==> config.mk <==
export PLATFORM = sky130hd
export DESIGN_NAME = mmfb_core
export DESIGN_NICKNAME = d
export VERILOG_FILES = /design/src/rtl/mmfb_pkg.sv /design/src/rtl/mmfb_cfg_bank.sv /design/src/rtl/mmfb_mem_bank.sv /design/src/rtl/mmfb_chan_ctrl.sv /design/src/rtl/mmfb_core.sv
export SDC_FILE = /design/constraint.sdc
export NUM_CORES = 1
export LEC_CHECK = 0
export CAP_MARGIN = 20
export CORE_MARGIN = 3
export CORE_UTILIZATION = 30
export DETAILED_ROUTE_END_ITERATION = 16
export DONT_BUFFER_PORTS = 1
export HOLD_SLACK_MARGIN = 0.02
export PLACE_DENSITY_LB_ADDON = 0.12
export SETUP_SLACK_MARGIN = 0.15
export SYNTH_ARGS = -nofsm -noshare
export SYNTH_HDL_FRONTEND = slang
export SYNTH_SLANG_ARGS = --single-unit
==> constraint.sdc <==
create_clock -name clk -period 3.55 [get_ports clk]
set_input_delay 0.1775 -clock clk [delete_from_list [all_inputs] [get_ports clk]]
set_output_delay 0.1775 -clock clk [all_outputs]
set_load 0.005 [all_outputs]
==> src/rtl/mmfb_pkg.sv <==
package mmfb_pkg;

  typedef enum logic [1:0] {
    KIND_OFF   = 2'd0,
    KIND_FIFO  = 2'd1,
    KIND_SHIFT = 2'd2,
    KIND_FRAME = 2'd3
  } kind_e;

  typedef struct packed {
    kind_e kind;
    logic  dual;
  } mode_t;

  localparam int CFG_REGS = 16;
  localparam int CFG_W    = 8;
  localparam int CFG_AW   = $clog2(CFG_REGS);

  localparam int CFG_LAT_A = 0;
  localparam int CFG_LAT_B = 1;
  localparam int CFG_PE_A  = 2;
  localparam int CFG_PF_A  = 3;
  localparam int CFG_PE_B  = 4;
  localparam int CFG_PF_B  = 5;

  function automatic mode_t decode_mode(input logic [2:0] code);
    mode_t m;
    case (code)
      3'd0:    m = '{kind: KIND_FIFO,  dual: 1'b0};
      3'd1:    m = '{kind: KIND_FIFO,  dual: 1'b1};
      3'd2:    m = '{kind: KIND_SHIFT, dual: 1'b0};
      3'd3:    m = '{kind: KIND_SHIFT, dual: 1'b1};
      3'd4:    m = '{kind: KIND_FRAME, dual: 1'b0};
      default: m = '{kind: KIND_OFF,   dual: 1'b0};
    endcase
    return m;
  endfunction

endpackage

==> src/rtl/mmfb_cfg_bank.sv <==
module mmfb_cfg_bank
  import mmfb_pkg::*;
#(
  parameter int REGS = CFG_REGS,
  parameter int W    = CFG_W,
  localparam int AW  = $clog2(REGS)
) (
  input  logic                  clk,
  input  logic                  rst_n,
  input  logic                  we,
  input  logic [AW-1:0]         addr,
  input  logic [W-1:0]          wdata,
  output logic [W-1:0]          rdata,
  output logic [REGS-1:0][W-1:0] regs
);

  always_ff @(posedge clk) begin
    if (!rst_n) begin
      regs <= '0;
    end else if (we) begin
      regs[addr] <= wdata;
    end
  end

  assign rdata = regs[addr];

  AST_CFG_STORE: assert property (@(posedge clk) disable iff (!rst_n)
    we |=> regs[$past(addr)] == $past(wdata));

endmodule

==> src/rtl/mmfb_mem_bank.sv <==
module mmfb_mem_bank #(
  parameter int W  = 8,
  parameter int AW = 5,
  localparam int DEPTH = 1 << AW
) (
  input  logic          clk,
  input  logic          we,
  input  logic [AW-1:0] waddr,
  input  logic [W-1:0]  wdata,
  input  logic [AW-1:0] raddr,
  output logic [W-1:0]  rdata
);

  logic [W-1:0] cells [DEPTH];

  always_ff @(posedge clk) begin
    if (we) cells[waddr] <= wdata;
  end

  // Read is combinational: a same-cycle write lands at the edge, so the
  // read in that cycle sees the previous contents.
  assign rdata = cells[raddr];

endmodule

==> src/rtl/mmfb_chan_ctrl.sv <==
module mmfb_chan_ctrl
  import mmfb_pkg::*;
#(
  parameter int AW = 5,
  parameter int CW = CFG_W,
  localparam int XW = (CW > AW) ? CW : AW + 1
) (
  input  logic          clk,
  input  logic          rst_n,
  input  kind_e         kind,
  input  logic          en,
  input  logic          in_valid,
  output logic          in_ready,
  output logic          out_valid,
  input  logic          out_ready,
  input  logic          wclr,
  input  logic          rclr,
  input  logic          wset,
  input  logic          rset,
  input  logic [AW-1:0] ld_addr,
  input  logic [AW-1:0] ext_waddr,
  input  logic [AW-1:0] ext_raddr,
  input  logic [CW-1:0] lat,
  input  logic [CW-1:0] pe_thr,
  input  logic [CW-1:0] pf_thr,
  output logic          we,
  output logic [AW-1:0] waddr,
  output logic [AW-1:0] raddr,
  output logic          pe,
  output logic          pf,
  output logic          collide
);

  logic [AW-1:0] wp, rp, occ;
  logic [XW-1:0] occ_x, tap_x;
  logic          is_fifo, is_shift, is_frame;
  logic          wr_fire, rd_fire;
  logic          tap_unused;

  assign is_fifo  = en && (kind == KIND_FIFO);
  assign is_shift = en && (kind == KIND_SHIFT);
  assign is_frame = en && (kind == KIND_FRAME);

  assign occ   = wp - rp;
  assign occ_x = XW'(occ);
  assign tap_x = XW'(wp) - XW'(lat);
  assign tap_unused = ^tap_x[XW-1:AW];

  always_comb begin
    in_ready  = 1'b0;
    out_valid = 1'b0;
    waddr     = wp;
    raddr     = rp;
    if (is_fifo) begin
      in_ready  = (occ != '1);
      out_valid = (occ != '0);
    end else if (is_shift) begin
      in_ready  = out_ready;
      out_valid = in_valid;
      raddr     = tap_x[AW-1:0];
    end else if (is_frame) begin
      in_ready  = 1'b1;
      out_valid = 1'b1;
      waddr     = ext_waddr;
      raddr     = ext_raddr;
    end
  end

  assign wr_fire = in_valid && in_ready;
  assign rd_fire = out_valid && out_ready;
  assign we      = wr_fire;

  assign pe = (occ_x <= XW'(pe_thr));
  assign pf = (occ_x >= XW'(pf_thr));

  always_ff @(posedge clk) begin
    if (!rst_n) begin
      wp <= '0;
    end else if (wclr) begin
      wp <= '0;
    end else if (wset) begin
      wp <= ld_addr;
    end else if (wr_fire && !is_frame) begin
      wp <= wp + 1'b1;
    end
  end

  always_ff @(posedge clk) begin
    if (!rst_n) begin
      rp <= '0;
    end else if (rclr) begin
      rp <= '0;
    end else if (rset) begin
      rp <= ld_addr;
    end else if (is_fifo && rd_fire) begin
      rp <= rp + 1'b1;
    end
  end

  always_ff @(posedge clk) begin
    if (!rst_n) collide <= 1'b0;
    else        collide <= wr_fire && rd_fire && (waddr == raddr);
  end

  AST_WCLR_ZERO: assert property (@(posedge clk) disable iff (!rst_n)
    wclr |=> wp == '0);

  AST_RSET_LOAD: assert property (@(posedge clk) disable iff (!rst_n)
    (rset && !rclr) |=> rp == $past(ld_addr));

  AST_NO_OVERFLOW: assert property (@(posedge clk) disable iff (!rst_n)
    (is_fifo && in_valid && !in_ready && !wclr && !wset) |=> $stable(wp));

  AST_FIFO_RD_STEP: assert property (@(posedge clk) disable iff (!rst_n)
    (is_fifo && rd_fire && !rclr && !rset) |=> rp == $past(rp) + 1'b1);

endmodule

==> src/rtl/mmfb_core.sv <==
module mmfb_core
  import mmfb_pkg::*;
#(
  parameter int DATA_W = 8,
  parameter int ADDR_W = 5,
  localparam int NCH   = 2
) (
  input  logic              clk,
  input  logic              rst_n,
  input  logic [2:0]        mode,
  input  logic              a_in_valid,
  output logic              a_in_ready,
  input  logic [DATA_W-1:0] a_in_data,
  output logic              a_out_valid,
  input  logic              a_out_ready,
  output logic [DATA_W-1:0] a_out_data,
  input  logic              b_in_valid,
  output logic              b_in_ready,
  input  logic [DATA_W-1:0] b_in_data,
  output logic              b_out_valid,
  input  logic              b_out_ready,
  output logic [DATA_W-1:0] b_out_data,
  input  logic              a_wclr,
  input  logic              a_rclr,
  input  logic              a_wset,
  input  logic              a_rset,
  input  logic              b_wclr,
  input  logic              b_rclr,
  input  logic              b_wset,
  input  logic              b_rset,
  input  logic [ADDR_W-1:0] ld_addr,
  input  logic [ADDR_W-1:0] fs_waddr,
  input  logic [ADDR_W-1:0] fs_raddr,
  input  logic              cfg_we,
  input  logic [3:0]        cfg_addr,
  input  logic [7:0]        cfg_wdata,
  output logic [7:0]        cfg_rdata,
  output logic              a_pe,
  output logic              a_pf,
  output logic              a_collide,
  output logic              b_pe,
  output logic              b_pf,
  output logic              b_collide
);

  mode_t mcfg;
  assign mcfg = decode_mode(mode);

  logic [CFG_REGS-1:0][CFG_W-1:0] cfg_regs;
  logic                           cfg_unused;

  mmfb_cfg_bank #(.REGS(CFG_REGS), .W(CFG_W)) u_cfg (
    .clk   (clk),
    .rst_n (rst_n),
    .we    (cfg_we),
    .addr  (cfg_addr),
    .wdata (cfg_wdata),
    .rdata (cfg_rdata),
    .regs  (cfg_regs)
  );
  assign cfg_unused = ^cfg_regs;

  // Per-channel views of the edge pins.
  logic [NCH-1:0]             in_valid, in_ready, out_valid, out_ready;
  logic [NCH-1:0]             wclr, rclr, wset, rset, en;
  logic [NCH-1:0]             pe, pf, collide, ch_we;
  logic [NCH-1:0][DATA_W-1:0] in_data, out_data;
  logic [NCH-1:0][ADDR_W-1:0] ch_waddr, ch_raddr;
  logic [NCH-1:0][CFG_W-1:0]  lat, pe_thr, pf_thr;

  assign in_valid  = {b_in_valid, a_in_valid};
  assign out_ready = {b_out_ready, a_out_ready};
  assign wclr      = {b_wclr, a_wclr};
  assign rclr      = {b_rclr, a_rclr};
  assign wset      = {b_wset, a_wset};
  assign rset      = {b_rset, a_rset};
  assign in_data   = {b_in_data, a_in_data};
  assign lat       = {cfg_regs[CFG_LAT_B], cfg_regs[CFG_LAT_A]};
  assign pe_thr    = {cfg_regs[CFG_PE_B],  cfg_regs[CFG_PE_A]};
  assign pf_thr    = {cfg_regs[CFG_PF_B],  cfg_regs[CFG_PF_A]};

  assign en[0] = (mcfg.kind != KIND_OFF);
  assign en[1] = (mcfg.kind != KIND_OFF) && mcfg.dual;

  genvar c;
  generate
    for (c = 0; c < NCH; c++) begin : g_ch
      logic              bank_we;
      logic [ADDR_W-1:0] bank_wa, bank_ra;

      mmfb_chan_ctrl #(.AW(ADDR_W), .CW(CFG_W)) u_ctrl (
        .clk       (clk),
        .rst_n     (rst_n),
        .kind      (mcfg.kind),
        .en        (en[c]),
        .in_valid  (in_valid[c]),
        .in_ready  (in_ready[c]),
        .out_valid (out_valid[c]),
        .out_ready (out_ready[c]),
        .wclr      (wclr[c]),
        .rclr      (rclr[c]),
        .wset      (wset[c]),
        .rset      (rset[c]),
        .ld_addr   (ld_addr),
        .ext_waddr (fs_waddr),
        .ext_raddr (fs_raddr),
        .lat       (lat[c]),
        .pe_thr    (pe_thr[c]),
        .pf_thr    (pf_thr[c]),
        .we        (ch_we[c]),
        .waddr     (ch_waddr[c]),
        .raddr     (ch_raddr[c]),
        .pe        (pe[c]),
        .pf        (pf[c]),
        .collide   (collide[c])
      );

      // Joined modes drive every bank from channel 0's control.
      if (c == 0) begin : g_lead
        assign bank_we = ch_we[0];
        assign bank_wa = ch_waddr[0];
        assign bank_ra = ch_raddr[0];
      end else begin : g_follow
        assign bank_we = mcfg.dual ? ch_we[c]    : ch_we[0];
        assign bank_wa = mcfg.dual ? ch_waddr[c] : ch_waddr[0];
        assign bank_ra = mcfg.dual ? ch_raddr[c] : ch_raddr[0];
      end

      mmfb_mem_bank #(.W(DATA_W), .AW(ADDR_W)) u_bank (
        .clk   (clk),
        .we    (bank_we),
        .waddr (bank_wa),
        .wdata (in_data[c]),
        .raddr (bank_ra),
        .rdata (out_data[c])
      );
    end
  endgenerate

  assign a_in_ready  = in_ready[0];
  assign b_in_ready  = in_ready[1];
  assign a_out_valid = out_valid[0];
  assign b_out_valid = out_valid[1];
  assign a_out_data  = out_data[0];
  assign b_out_data  = out_data[1];
  assign a_pe        = pe[0];
  assign a_pf        = pf[0];
  assign a_collide   = collide[0];
  assign b_pe        = pe[1];
  assign b_pf        = pf[1];
  assign b_collide   = collide[1];

  AST_JOIN_B_IDLE: assert property (@(posedge clk) disable iff (!rst_n)
    !mcfg.dual |-> (!b_in_ready && !b_out_valid));

  AST_OFF_SILENT: assert property (@(posedge clk) disable iff (!rst_n)
    (mode > 3'd4) |-> (!a_in_ready && !a_out_valid && !b_in_ready));

endmodule

==> results by stage <==
Synth:
- The gate count after technology mapping is 2034.
- The synthesized netlist occupies a cell area of 29600 µm².
- The area share of the largest cell type after synthesis is 52.0%.
- The share of the Yosys chip area taken by registers is 62.2%.
- The average size of a mapped cell is 14.5 µm².
- The commonest cells after synthesis are sky130_fd_sc_hd__edfxtp_1 (512), sky130_fd_sc_hd__mux2i_1 (198), sky130_fd_sc_hd__nand2_1 (153), sky130_fd_sc_hd__dfxtp_1 (150), sky130_fd_sc_hd__nor2b_1 (148).
- The most common cell in the netlist is sky130_fd_sc_hd__edfxtp_1.
- The synthesized design contains between 500 and 600 enable-type register cells.
- By area the synthesized netlist is led by sky130_fd_sc_hd__edfxtp_1 (52%), sky130_fd_sc_hd__dfxtp_1 (10%), sky130_fd_sc_hd__mux4_2 (7.9%).
- After synthesis, the share of flip-flops with an asynchronous set or reset is 0%.
- For this run, the number of Yosys warnings is 0.
- In the synthesized netlist the dominant register cell turns out to be sky130_fd_sc_hd__edfxtp_1.
- The biggest area contributor in the post-synthesis netlist is sky130_fd_sc_hd__edfxtp_1.
- After synthesis the netlist holds a flip-flop and latch count of about 660.
- The count of unique library cells instantiated by Yosys is 94.
- Counting every net in the synthesized netlist gives 2139.

Drt:
- The routed length per placed instance is ~25 µm.
- The first detailed-routing pass ran for 5 iterations.
- The per-cell via count in the routed design is 5.02.
- The initial detailed-routing violation count is 1134.
- The remaining routing DRC violations is 0.
- The detail route stage leaves a number of antenna-violating nets equal to 0.
- For this block, the routed nets add up to 88700 µm of wire.
- For this block, the via count after detailed routing is 18157.

STA:
- Setup violations remaining at the end of the flow were counted as 9.
- The final critical path takes up 106% of the cycle.
- After layout, the minimum clock period comes to 3.76 ns.
- The worst hold-check slack is 0.0641 ns.
- The worst max-slew margin expressed relative to the limit is 26.9%.
- Setup slack on the critical path of the routed design comes to -0.214 ns.
- The highest achievable clock rate is 266 MHz.
- The largest clock skew in the final design is 0.0184 ns.
- The number of endpoints with negative hold slack in the final report came to 0.
- Setup repair after global routing could not meet its margin everywhere.
- The pin slew with the least headroom to its limit is 1.09 ns.
- The max-slew violation count is 0.
- The summed negative setup slack over all endpoints is -1.32 ns.

Final layout:
- The count of cells in the finished layout, fillers not included, comes to 3619.
- The total non-filler cell area in the finished layout is 37000 µm².
- The layout overhead on the synthesized area is 25.3%.
- The layout has approximately 9000 filler cells.
- The share of cells above drive strength 1 is 27.1%.
- The final net count is around 2400.
- The end-of-flow core utilization is between 30% and 40%.

Floorplanning:
- The die covers 102000 µm².
- Measured along the y axis, the die boundary spans between 300 and 400 µm.
- The floorplan step set the die width to around 320 µm.
- The number of primary I/O pins is 95.
- Row generation in the floorplan step produced 114 rows.
- The core region area is approximately 97000 µm².
- Once the floorplan was initialized, standard cells occupied 30.4% of the core.

Global routing:
- For this run, the total global-route usage over all layers was measured as approximately 17%.
- Summed over all layers, the global routing overflow is 0.
- The number of global-route vias before repair was 18962.
- The first global-routing pass estimated 130000 µm of wire.
- The number of antenna violations at the first check in global routing is 8.
- The pin count of the biggest net entering global routing is 135.

Setup path:
- The required time at the endpoint of the critical path is 3.37 ns.
- In this run the worst path has a maximum fanout of 5.
- The worst setup path is of the flip-flop to output pin kind.
- STA classifies the critical path startpoint as a flip-flop.
- The worst setup path is captured at an output pin.
- In this design, the largest share of critical-path delay is due to simple AND/OR/NAND/NOR gates.
- The largest stage delay on the critical path is 0.53 ns.
- The critical path starts at g_ch[1].u_ctrl.wp[0].
- The buffers plus inverters on the worst setup path is 4.
- The data arrival time at the worst-slack endpoint is 3.59 ns.
- The source of the worst register-to-register timing path is g_ch[0].u_ctrl.wp[0].
- On the critical path, the stage with the largest delay is an instance of sky130_fd_sc_hd__or4b_4.
- The critical path goes through inv_2 > ha_4 > inv_2 > fa_2 > mux2_4 > o211ai_4 > buf_6 > a221oi_4 > buf_6 > o21ai_1 > or4b_4 > o32ai_4 > or3_4.

Pwr:
- In this run the static leakage power is 12.5 nW.
- The largest voltage drop on the vdd net is 348 µV.
- The final total power is 18.7 mW.
- In this run the power density over the cells is 506 nW/µm².

Worst hold path:
- The startpoint of the lowest-slack hold path is a_in_valid.
- The classification of the worst-slack hold path is primary input to flip-flop.

Placed design:
- The placed instance count is 3312.
- The pre-CTS setup slack is 0.00544 ns.
- At the end of routability-driven placement, the weighted congestion stood at 0.860.
- The HPWL reported at the end of detailed placement is 56400 µm.
- During placement, the flow inserted port buffers numbering 0.
- Summing all placed instances gives a cell area of 31600 µm².

CTS:
- The maximum buffer depth of the clock tree is 3.
- The clock tree from TritonCTS is yes.
- The H-tree generated during clock tree synthesis spans 3 levels.
- Clock tree synthesis found a total of approximately 660 sinks.
- The clock-pin transition on the worst setup and hold timing paths is about 0.060 ns.
- Clock latency on the worst-skew pair, taken at its later pin, is 0.64 ns.
- The number of CTS-inserted buffers is 78.
- The tree is rooted in a sky130_fd_sc_hd__clkbuf_16.

Flow run:
- The number of max-capacitance violations reported is 0.

Status:
- The flow ran to the end, but the final reports show violations.
- The checks that failed: negative setup slack.
## what timing repair did
item                                    in CTS  in global routing
cloned                                       4                  7
hold buffers                                66                  5
endpoints found under the hold margin      662                  3
pin swaps                                   38                 50
endpoints found under the setup margin      89                167
setup buffers                               42                 30
resized for setup                          158                102
## logic make-up (layout without fill, tap and decap cells)
| kind of cell | after synthesis | count (layout) | synth area share (%) |
|---|---|---|---|
| DFF | 662 | 662 | 62.2 |
| and+or+nand+nor | 580 | 580 | 10.6 |
| muxes | 318 | 318 | 15.2 |
| AOI/OAI and AO/OA | 226 | 228 | 6.22 |
| other | 0 | 6 | 0 |
| xor gates and xnor gates | 29 | 29 | 0.859 |
| adders and majority gates | 44 | 44 | 1.96 |
| buffers and inverters | 175 | 476 | 2.97 |
## routing by layer
metal	vias to the layer above	GRT usage [%]	wire, µm
met5	-	0	27
met1	9327	22.6	39800
met3	125	3.67	4080
met2	346	28.5	42700
met4	4	4.27	2140
li1	8355	-	-
## power breakdown
part / switching [mW] / leakage (nW) / internal [mW]
registers: 0.0319 / 5.82 / 8.40
clock network: 3.19 / 1.20 / 4.56
logic: 1.41 / 5.48 / 1.15
total: 4.63 / 12.5 / 14.1
## final timing paths
kind                                      to  slack (ns)  depth (start not counted)
setup / recovery               b_out_data[2]       -0.21                         13
hold / removal          g_ch[0].u_ctrl.wp[2]        0.06                          5
setup reg to reg  g_ch[1].u_bank.cells[8][0]        0.25                         15
hold reg to reg               u_cfg.regs[84]        0.51                          2
## sequential cells by signal, indices dropped and copies added (netlist names)
| register | count |
|---|---|
| g_ch.u_ctrl.rp | 10 |
| g_ch.u_bank.cells | 512 |
| u_cfg.regs | 128 |
| g_ch.u_ctrl.collide | 2 |
| g_ch.u_ctrl.wp | 10 |
## layout by cell type (no fill, tap or decap), types with 11 or more instances in the layout
cell type                       instances
sky130_fd_sc_hd__edfxtp_1             512
sky130_fd_sc_hd__mux2i_1              192
sky130_fd_sc_hd__nand2_1              151
sky130_fd_sc_hd__nor2b_1              144
sky130_fd_sc_hd__dfxtp_1              144
sky130_fd_sc_hd__buf_4                142
sky130_fd_sc_hd__mux4_2               104
sky130_fd_sc_hd__clkbuf_16             86
sky130_fd_sc_hd__nor2_1                68
sky130_fd_sc_hd__dlygate4sd3_1         53
sky130_fd_sc_hd__inv_1                 46
sky130_fd_sc_hd__nand3_1               37
sky130_fd_sc_hd__buf_12                33
sky130_fd_sc_hd__a32o_1                31
sky130_fd_sc_hd__buf_6                 30
sky130_fd_sc_hd__ha_1                  29
sky130_fd_sc_hd__o21ai_0               24
sky130_fd_sc_hd__and4_1                22
sky130_fd_sc_hd__clkbuf_1              22
sky130_fd_sc_hd__nand4_1               21
sky130_fd_sc_hd__a21oi_1               20
sky130_fd_sc_hd__nor2_2                17
sky130_fd_sc_hd__xnor2_1               16
sky130_fd_sc_hd__nor3_1                14
sky130_fd_sc_hd__clkinv_1              13
sky130_fd_sc_hd__nand2b_1              13
sky130_fd_sc_hd__clkinv_2              13
sky130_fd_sc_hd__nand3b_1              12
sky130_fd_sc_hd__nor4_1                12
sky130_fd_sc_hd__mux2_4                11
## layout make-up
class                   instances  area (µm²)  share of cell area (%)
flip-flops and latches        662       18400                    49.6
multi-input cells            1199       11400                    30.8
repair buffers                273        2940                    7.92
clock buffers                 108        2170                    5.85
well taps                    1276        1600                    4.31
clock inverters                36         300                   0.811
inverters                      59         224                   0.605
diodes                          6        15.0                  0.0405
## tightest hold or removal path, cell delays in order
cell,delay (ns)
sky130_fd_sc_hd__inv_1,0.05
sky130_fd_sc_hd__nor3b_1,0.07
sky130_fd_sc_hd__o311a_4,0.14
sky130_fd_sc_hd__xnor2_1,0.14
sky130_fd_sc_hd__a21oi_1,0.06
Power figures use the tool's default switching activity.
